$ cat src/rtl/spi_burst_pkg.sv
package spi_burst_pkg;
  typedef struct packed {
    logic load;
    logic loadZero;
    logic sampleEdge;
    logic driveEdge;
    logic push;
  } spiStrobe_t;

  typedef enum logic [2:0] {MS_IDLE, MS_SETUP, MS_XFER, MS_HOLD, MS_WAIT} mstState_t;
endpackage

$ cat src/rtl/spi_burst_fifo.sv
module spi_burst_fifo #(
  parameter int DATA_W = 16,
  parameter int DEPTH  = 8
) (
  input  logic              clk,
  input  logic              rstN,
  input  logic              push,
  input  logic [DATA_W-1:0] pushData,
  input  logic              pop,
  output logic [DATA_W-1:0] head,
  output logic              empty,
  output logic              full,
  output logic              half
);
  localparam int AW = $clog2(DEPTH);

  logic [DATA_W-1:0] mem [DEPTH];
  logic [AW-1:0]     wrPtr, rdPtr;
  logic [AW:0]       count;
  logic              doPush, doPop;

  assign doPush = push && !full;
  assign doPop  = pop && !empty;

  always_ff @(posedge clk) begin
    if (doPush) mem[wrPtr] <= pushData;
  end

  always_ff @(posedge clk or negedge rstN) begin
    if (!rstN) begin
      wrPtr <= '0;
      rdPtr <= '0;
      count <= '0;
    end else begin
      if (doPush) wrPtr <= wrPtr + 1'b1;
      if (doPop)  rdPtr <= rdPtr + 1'b1;
      case ({doPush, doPop})
        2'b10:   count <= count + 1'b1;
        2'b01:   count <= count - 1'b1;
        default: count <= count;
      endcase
    end
  end

  assign head  = mem[rdPtr];
  assign empty = (count == '0);
  assign full  = (count == (AW+1)'(DEPTH));
  assign half  = (count >= (AW+1)'(DEPTH/2));
endmodule

$ cat src/rtl/spi_burst_dp.sv
module spi_burst_dp
  import spi_burst_pkg::*;
#(
  parameter int DATA_W = 16,
  localparam int LW = $clog2(DATA_W)
) (
  input  logic              clk,
  input  logic              rstN,
  input  spiStrobe_t        strobe,
  input  logic [LW-1:0]     cfgWordLen,
  input  logic [DATA_W-1:0] txHead,
  input  logic              sdIn,
  output logic              sdOut,
  output logic [DATA_W-1:0] rxWord,
  output logic              rxValid
);
  logic [DATA_W-1:0] txSh, rxSh, lenMask;
  logic              gotSample;

  always_comb begin
    for (int i = 0; i < DATA_W; i++) lenMask[i] = (i <= int'(cfgWordLen));
  end

  always_ff @(posedge clk or negedge rstN) begin
    if (!rstN) begin
      txSh      <= '0;
      rxSh      <= '0;
      gotSample <= 1'b0;
    end else if (strobe.load) begin
      txSh      <= strobe.loadZero ? '0 : txHead;
      rxSh      <= '0;
      gotSample <= 1'b0;
    end else begin
      if (strobe.sampleEdge) begin
        rxSh      <= {rxSh[DATA_W-2:0], sdIn};
        gotSample <= 1'b1;
      end
      if (strobe.driveEdge && gotSample) txSh <= txSh << 1;
    end
  end

  assign sdOut   = txSh[cfgWordLen];
  assign rxWord  = rxSh & lenMask;
  assign rxValid = strobe.push;
endmodule

$ cat src/rtl/spi_burst_ctl.sv
module spi_burst_ctl
  import spi_burst_pkg::*;
#(
  parameter int HALF_CYC = 4,
  parameter int PERIOD_W = 8,
  parameter int LW       = 4
) (
  input  logic                clk,
  input  logic                rstN,
  input  logic                cfgMaster,
  input  logic                cfgCpol,
  input  logic                cfgCpha,
  input  logic                cfgRdyEdge,
  input  logic [LW-1:0]       cfgWordLen,
  input  logic [PERIOD_W-1:0] cfgPeriod,
  input  logic                spiRdy,
  input  logic                sclkIn,
  input  logic                ssNIn,
  input  logic                txEmpty,
  input  logic                rxFull,
  input  logic                overrunClr,
  output spiStrobe_t          strobe,
  output logic                txPop,
  output logic                sclkOut,
  output logic                ssNOut,
  output logic                overrun
);
  localparam int HW = (HALF_CYC > 2) ? $clog2(HALF_CYC) : 1;

  mstState_t         state;
  logic [HW-1:0]     halfCnt;
  logic [LW:0]       edgeCnt;
  logic [PERIOD_W:0] waitCnt, waitLast;
  logic              sclkPh, rdyPend;
  logic [2:0]        rdySync, sclkSync, ssSync;
  logic              halfLast, canStart, mLoad, mToggle, mPush;
  logic              sFall, sRise, sEdge, sLead, sTrail, lead, trail;

  // input synchronisers
  always_ff @(posedge clk or negedge rstN) begin
    if (!rstN) begin
      rdySync  <= 3'b111;
      sclkSync <= 3'b000;
      ssSync   <= 3'b111;
    end else begin
      rdySync  <= {rdySync[1:0], spiRdy};
      sclkSync <= {sclkSync[1:0], sclkIn};
      ssSync   <= {ssSync[1:0], ssNIn};
    end
  end

  assign halfLast = (halfCnt == HW'(HALF_CYC - 1));
  assign waitLast = {cfgPeriod, 1'b0} - 1'b1;
  assign canStart = !txEmpty && (!cfgRdyEdge || rdyPend);
  assign mLoad    = cfgMaster && canStart &&
                    (state == MS_IDLE || (state == MS_HOLD && halfLast && cfgPeriod == '0));
  assign mToggle  = (state == MS_XFER) && halfLast;
  assign mPush    = (state == MS_HOLD) && halfLast;

  // slave edge detection
  assign sFall  = ssSync[2] && !ssSync[1];
  assign sRise  = !ssSync[2] && ssSync[1];
  assign sEdge  = !ssSync[1] && (sclkSync[2] != sclkSync[1]);
  assign sLead  = sEdge && (sclkSync[1] != cfgCpol);
  assign sTrail = sEdge && (sclkSync[1] == cfgCpol);

  assign lead  = cfgMaster ? (mToggle && !sclkPh) : sLead;
  assign trail = cfgMaster ? (mToggle && sclkPh)  : sTrail;

  always_comb begin
    strobe.load       = cfgMaster ? mLoad : sFall;
    strobe.loadZero   = !cfgMaster && txEmpty;
    strobe.sampleEdge = cfgCpha ? trail : lead;
    strobe.driveEdge  = cfgCpha ? lead : trail;
    strobe.push       = cfgMaster ? mPush : sRise;
  end

  assign txPop   = strobe.load && !txEmpty;
  assign sclkOut = (cfgMaster && sclkPh) ^ cfgCpol;
  assign ssNOut  = !cfgMaster || state == MS_IDLE || state == MS_WAIT;

  // master sequencer
  always_ff @(posedge clk or negedge rstN) begin
    if (!rstN) begin
      state   <= MS_IDLE;
      halfCnt <= '0;
      edgeCnt <= '0;
      waitCnt <= '0;
      sclkPh  <= 1'b0;
    end else if (!cfgMaster) begin
      state   <= MS_IDLE;
      halfCnt <= '0;
      sclkPh  <= 1'b0;
    end else begin
      halfCnt <= halfLast ? '0 : halfCnt + 1'b1;
      case (state)
        MS_IDLE: begin
          halfCnt <= '0;
          if (mLoad) state <= MS_SETUP;
        end
        MS_SETUP: begin
          if (halfLast) begin
            state   <= MS_XFER;
            edgeCnt <= '0;
          end
        end
        MS_XFER: begin
          if (halfLast) begin
            sclkPh  <= !sclkPh;
            edgeCnt <= edgeCnt + 1'b1;
            if (edgeCnt == {cfgWordLen, 1'b1}) state <= MS_HOLD;
          end
        end
        MS_HOLD: begin
          if (halfLast) begin
            if (mLoad)                  state <= MS_SETUP;
            else if (cfgPeriod != '0) begin
              state   <= MS_WAIT;
              waitCnt <= '0;
            end else                    state <= MS_IDLE;
          end
        end
        MS_WAIT: begin
          if (halfLast) begin
            waitCnt <= waitCnt + 1'b1;
            if (waitCnt == waitLast) state <= MS_IDLE;
          end
        end
        default: state <= MS_IDLE;
      endcase
    end
  end

  // ready pacing and overrun flag
  always_ff @(posedge clk or negedge rstN) begin
    if (!rstN) begin
      rdyPend <= 1'b0;
      overrun <= 1'b0;
    end else begin
      if (cfgRdyEdge && rdySync[2] && !rdySync[1]) rdyPend <= 1'b1;
      else if (mLoad || !cfgRdyEdge)               rdyPend <= 1'b0;
      if (strobe.push && rxFull) overrun <= 1'b1;
      else if (overrunClr)       overrun <= 1'b0;
    end
  end
endmodule

$ cat src/rtl/spi_burst_ctrl.sv
module spi_burst_ctrl
  import spi_burst_pkg::*;
#(
  parameter int DATA_W     = 16,
  parameter int FIFO_DEPTH = 8,
  parameter int HALF_CYC   = 4,
  parameter int PERIOD_W   = 8,
  localparam int LW = $clog2(DATA_W)
) (
  input  logic                clk,
  input  logic                rstN,
  input  logic                cfgMaster,
  input  logic                cfgCpol,
  input  logic                cfgCpha,
  input  logic                cfgRdyEdge,
  input  logic [LW-1:0]       cfgWordLen,
  input  logic [PERIOD_W-1:0] cfgPeriod,
  input  logic                txPush,
  input  logic [DATA_W-1:0]   txData,
  input  logic                rxPop,
  output logic [DATA_W-1:0]   rxData,
  output logic                txEmpty,
  output logic                txFull,
  output logic                txHalf,
  output logic                rxEmpty,
  output logic                rxFull,
  output logic                rxHalf,
  output logic                overrun,
  input  logic                overrunClr,
  input  logic                spiRdy,
  output logic                sclkOut,
  output logic                ssNOut,
  output logic                sdOut,
  input  logic                sclkIn,
  input  logic                ssNIn,
  input  logic                sdIn
);
  spiStrobe_t        strobe;
  logic              txPop, rxValid;
  logic [DATA_W-1:0] txHead, rxWord;

  spi_burst_fifo #(.DATA_W(DATA_W), .DEPTH(FIFO_DEPTH)) uTxFifo (
    .clk(clk), .rstN(rstN), .push(txPush), .pushData(txData), .pop(txPop),
    .head(txHead), .empty(txEmpty), .full(txFull), .half(txHalf));

  spi_burst_fifo #(.DATA_W(DATA_W), .DEPTH(FIFO_DEPTH)) uRxFifo (
    .clk(clk), .rstN(rstN), .push(rxValid), .pushData(rxWord), .pop(rxPop),
    .head(rxData), .empty(rxEmpty), .full(rxFull), .half(rxHalf));

  spi_burst_ctl #(.HALF_CYC(HALF_CYC), .PERIOD_W(PERIOD_W), .LW(LW)) uCtl (
    .clk(clk), .rstN(rstN), .cfgMaster(cfgMaster), .cfgCpol(cfgCpol), .cfgCpha(cfgCpha),
    .cfgRdyEdge(cfgRdyEdge), .cfgWordLen(cfgWordLen), .cfgPeriod(cfgPeriod),
    .spiRdy(spiRdy), .sclkIn(sclkIn), .ssNIn(ssNIn), .txEmpty(txEmpty), .rxFull(rxFull),
    .overrunClr(overrunClr), .strobe(strobe), .txPop(txPop), .sclkOut(sclkOut),
    .ssNOut(ssNOut), .overrun(overrun));

  spi_burst_dp #(.DATA_W(DATA_W)) uDp (
    .clk(clk), .rstN(rstN), .strobe(strobe), .cfgWordLen(cfgWordLen), .txHead(txHead),
    .sdIn(sdIn), .sdOut(sdOut), .rxWord(rxWord), .rxValid(rxValid));
endmodule

$ cat config.mk
export PLATFORM = sky130hd
export DESIGN_NAME = spi_burst_ctrl
export DESIGN_NICKNAME = d
export VERILOG_FILES = /design/src/rtl/spi_burst_pkg.sv /design/src/rtl/spi_burst_fifo.sv /design/src/rtl/spi_burst_dp.sv /design/src/rtl/spi_burst_ctl.sv /design/src/rtl/spi_burst_ctrl.sv
export SDC_FILE = /design/constraint.sdc
export NUM_CORES = 1
export LEC_CHECK = 0
export BUFFER_PORTS_ARGS = -buffer_cell sky130_fd_sc_hd__buf_2
export CORE_MARGIN = 5
export CORE_UTILIZATION = 35
export DETAILED_ROUTE_END_ITERATION = 7
export PLACE_DENSITY_LB_ADDON = 0.25
export SYNTH_ARGS = -nofsm -noshare
export SYNTH_HDL_FRONTEND = slang
export SYNTH_SLANG_ARGS = --single-unit
$ cat constraint.sdc
create_clock -name clk -period 4.9 [get_ports clk]
set_input_delay 0.49 -clock clk [delete_from_list [all_inputs] [get_ports clk]]
set_output_delay 0.49 -clock clk [all_outputs]
set_load 0.005 [all_outputs]
==> flow_summary.json <==
{
  "cts.repair.resized": 0,
  "final_area_um2": 16500,
  "length_of_routed_met2_wiring_um": 13800,
  "crit_type": "reg -> out",
  "ctsHoldBuffers": 0,
  "mappedNetlistArea_um2": 14300,
  "cts_buffer_depth": 3,
  "wl_per_cell_um": 18.8,
  "routed-via-count": 7378,
  "grt_start_max_net_pins": 56,
  "final_min_period_over_clock_period_pct": 65.7,
  "cts_tree": "yes",
  "maxCapViolCount": 0,
  "detailed_place_hpwl_um": 17500,
  "design.die.area_um2": 44900,
  "ioPinCount": 67,
  "h-tree-depth": 2,
  "synthesized_area_per_cell_um2": 16.7,
  "fill_cells": 3717,
  "worst_slew_pin_slew_ns": 1.11,
  "final_layout_size_suffix_gt1_share_pct": 27.1,
  "syn-instance-count": 852,
  "synth.net_count": 908,
  "portBuffers": 66,
  "drt-initial-drc-count": 470,
  "power.density_cell_area_nw_per_um2": 519,
  "drt-total-wl_um": 28100,
  "synth-warning-count": 0,
  "max-slew-margin-rel_pct": 25.5,
  "synth_cell_type_count": 66,
  "clkSinkCount": 340,
  "gp_weighted_congestion": 0.744,
  "met3_wirelength_um": 1080,
  "chipWidth_um": 212,
  "post_dp_cell_area_um2": 15300,
  "routedLengthMet1_um": 12600,
  "timing_max_transition_violations_final": 0,
  "status": "finished clean",
  "unrepaired_setup_endpoints_after_global_routing": "no",
  "end_kind": "primary output",
  "ctsRootBufferMaster": "clkbuf_16",
  "synth_top_flop_cell": "edfxtp_1",
  "grt_pass1_vias": 7610,
  "cp_slowest_cell": "dfrtp_2",
  "topRoutingLayerUsed": "met5",
  "numPlacedInstances": 1428,
  "post-route-drc-count": 0,
  "final.min_clock_period_ns": 3.22,
  "worst-r2r-setup-slack_ns": 1.84,
  "std_cell_rows": 74,
  "synth_seq_cells": 340,
  "total_setup_buffers_inserted_after_cts": 0,
  "flow.area_growth_from_synthesis_pct": 15.7,
  "synth.largest_area_cell": "edfxtp_1",
  "grt_util_all_layers_pct": 12.6,
  "crit_path_cell_trace": "buf_4, mux4_2, mux2_2, buf_2",
  "critPathTopFamily": "flip-flops",
  "start_util_pct": 35.1,
  "fmax_mhz": 311,
  "finalClockSkew_ns": 0.0149,
  "drt.antenna.violating_nets": 0,
  "tns_ns": 0,
  "clkSlewWorstSetupHoldPaths_ns": 0.06,
  "path_buf_inv": 2,
  "synth_commonest_cells": "edfxtp_1, dfrtp_1, mux4_2",
  "coreArea_um2": 40600,
  "critical_path_arrival_ns": 2.73,
  "setup_viol": 0,
  "ir_drop_mv": 0.384,
  "yosys-top-cells-area": "edfxtp_1, dfrtp_1, mux4_2",
  "clk-insertion-delay-late_ns": 0.52,
  "worstHoldPathType": "in -> async",
  "yosys.area.top_type_share_pct": 53.9,
  "grt_pass1_wl_um": 44600,
  "preCtsSetupSlack_ns": 1.39,
  "nets": 991,
  "grt_antenna_before_repair": 2,
  "critical-path-max-stage-delay_ns": 0.89,
  "cp.required_ns": 4.41,
  "number_of_cts_inserted_buffers": 37,
  "yosysSeqAreaShare_pct": 68.7,
  "final.setup.worst_slack_ns": 1.68,
  "layoutNonFillerInstCount": 1494,
  "yosys.cell_count.top_type": "edfxtp_1",
  "globalRoute.totalOverflow": 0,
  "detail_route.vias_per_cell": 4.94,
  "timing.critical_path.from_type": "register",
  "height_of_the_die_um": 212,
  "drt_pass1_iterations": 4,
  "critical_path.max_fanout": 24,
  "final_count_of_hold_timing_violations": 0,
  "postSynth.asyncResetShare_pct": 24.7,
  "synth_edf_count": 256,
  "diode_count": 0,
  "power.leakage_nw": 6.16
}
==> routing by layer <==
| metal | GRT usage, % | up-vias |
|---|---|---|
| li1 | - | 3483 |
| met1 | 17.1 | 3747 |
| met2 | 21.0 | 99 |
| met3 | 2.64 | 45 |
| met4 | 3.09 | 4 |
| met5 | 0 | - |
==> stage by stage <==
step	hold slack (ns)	utilization (%)	power [W]
finish	0.0189	40.7	0.00857
global route	0.0540	40.7	0.00906
CTS	0.0469	40.7	0.00873
detailed placement	0.340	37.6	0.00591
global placement	0.336	37.6	0.00589
floorplan	0.194	-	0.00526
==> logic make-up (layout without fill, tap and decap cells) <==
kind of cell | Yosys count | in the layout | share of synthesized area (%)
AO/OA/AOI/OAI | 91 | 91 | 4.45
XOR/XNOR | 32 | 32 | 1.97
adder cells (fa/ha/maj) | 15 | 15 | 1.37
buffers and inverters | 58 | 168 | 1.81
flip-flops | 340 | 340 | 68.7
multiplexers | 123 | 123 | 15.0
AND/OR/NAND/NOR | 193 | 193 | 6.72
==> cell usage in the layout (no fill, tap or decap), types with 8 or more instances in the layout <==
cell,Yosys,final
buf_4,6,24
mux4_2,69,69
nand3_1,14,14
mux2i_1,34,34
xnor2_1,19,19
a221o_1,15,15
buf_2,8,65
clkbuf_16,0,39
nand2_1,50,50
ha_1,14,14
clkbuf_1,26,11
mux2_2,19,19
o21ai_0,34,34
inv_1,12,12
nor2_1,61,61
nor3_1,14,8
dfrtp_1,78,76
a21oi_1,11,11
xor2_1,13,13
edfxtp_1,256,256
==> worst paths after layout <==
| check | cells after the start | start | end |
|---|---|---|---|
| max in group asynchronous | 2 | rstN | uTxFifo.rdPtr[0]$_DFFE_PN0P_ |
| worst max-delay path | 4 | uRxFifo.rdPtr[0]$_DFFE_PN0P_ | rxData[13] |
| worst min-delay path | 1 | rstN | uCtl.waitCnt[3]$_DFFE_PN0P_ |
| worst min register to register | 0 | uCtl.sclkSync[0]$_DFF_PN0_ | uCtl.sclkSync[1]$_DFF_PN0_ |
| min in group clk | 1 | sclkIn | uCtl.sclkSync[0]$_DFF_PN0_ |
| worst max register to register | 14 | uCtl.halfCnt[0]$_DFF_PN0_ | uTxFifo.count[2]$_DFFE_PN0P_ |
==> where the power goes <==
group          switching (W)  internal, W  leakage [nW]
Sequential          0.000401      0.00345          3.52
Clock                0.00107      0.00171         0.599
Combinational       0.000889      0.00104          2.04
==> flip-flops by register name, indices dropped and copies added, names as in the netlist, 2 cells and up <==
signal and cells:
uCtl.edgeCnt 5, uCtl.halfCnt 2, uCtl.rdySync 3, uCtl.sclkSync 3, uCtl.ssSync 3, uCtl.state 3, uCtl.waitCnt 9, uDp.rxSh 16
uDp.txSh 16, uRxFifo.count 4, uRxFifo.mem 128, uRxFifo.rdPtr 3, uRxFifo.wrPtr 3, uTxFifo.count 4, uTxFifo.mem 128, uTxFifo.rdPtr 3
uTxFifo.wrPtr 3
==> area by class of cell <==
class | instances | area, µm² | share of cell area [%]
Sequential cell | 340 | 9800 | 59.4
Multi-Input combinational cell | 454 | 4250 | 25.7
Tap cell | 532 | 666 | 4.04
Timing Repair Buffer | 89 | 505 | 3.06
Clock inverter | 10 | 129 | 0.781
Clock buffer | 56 | 1100 | 6.67
Inverter | 13 | 48.8 | 0.296
Power figures use the tool's default switching activity.
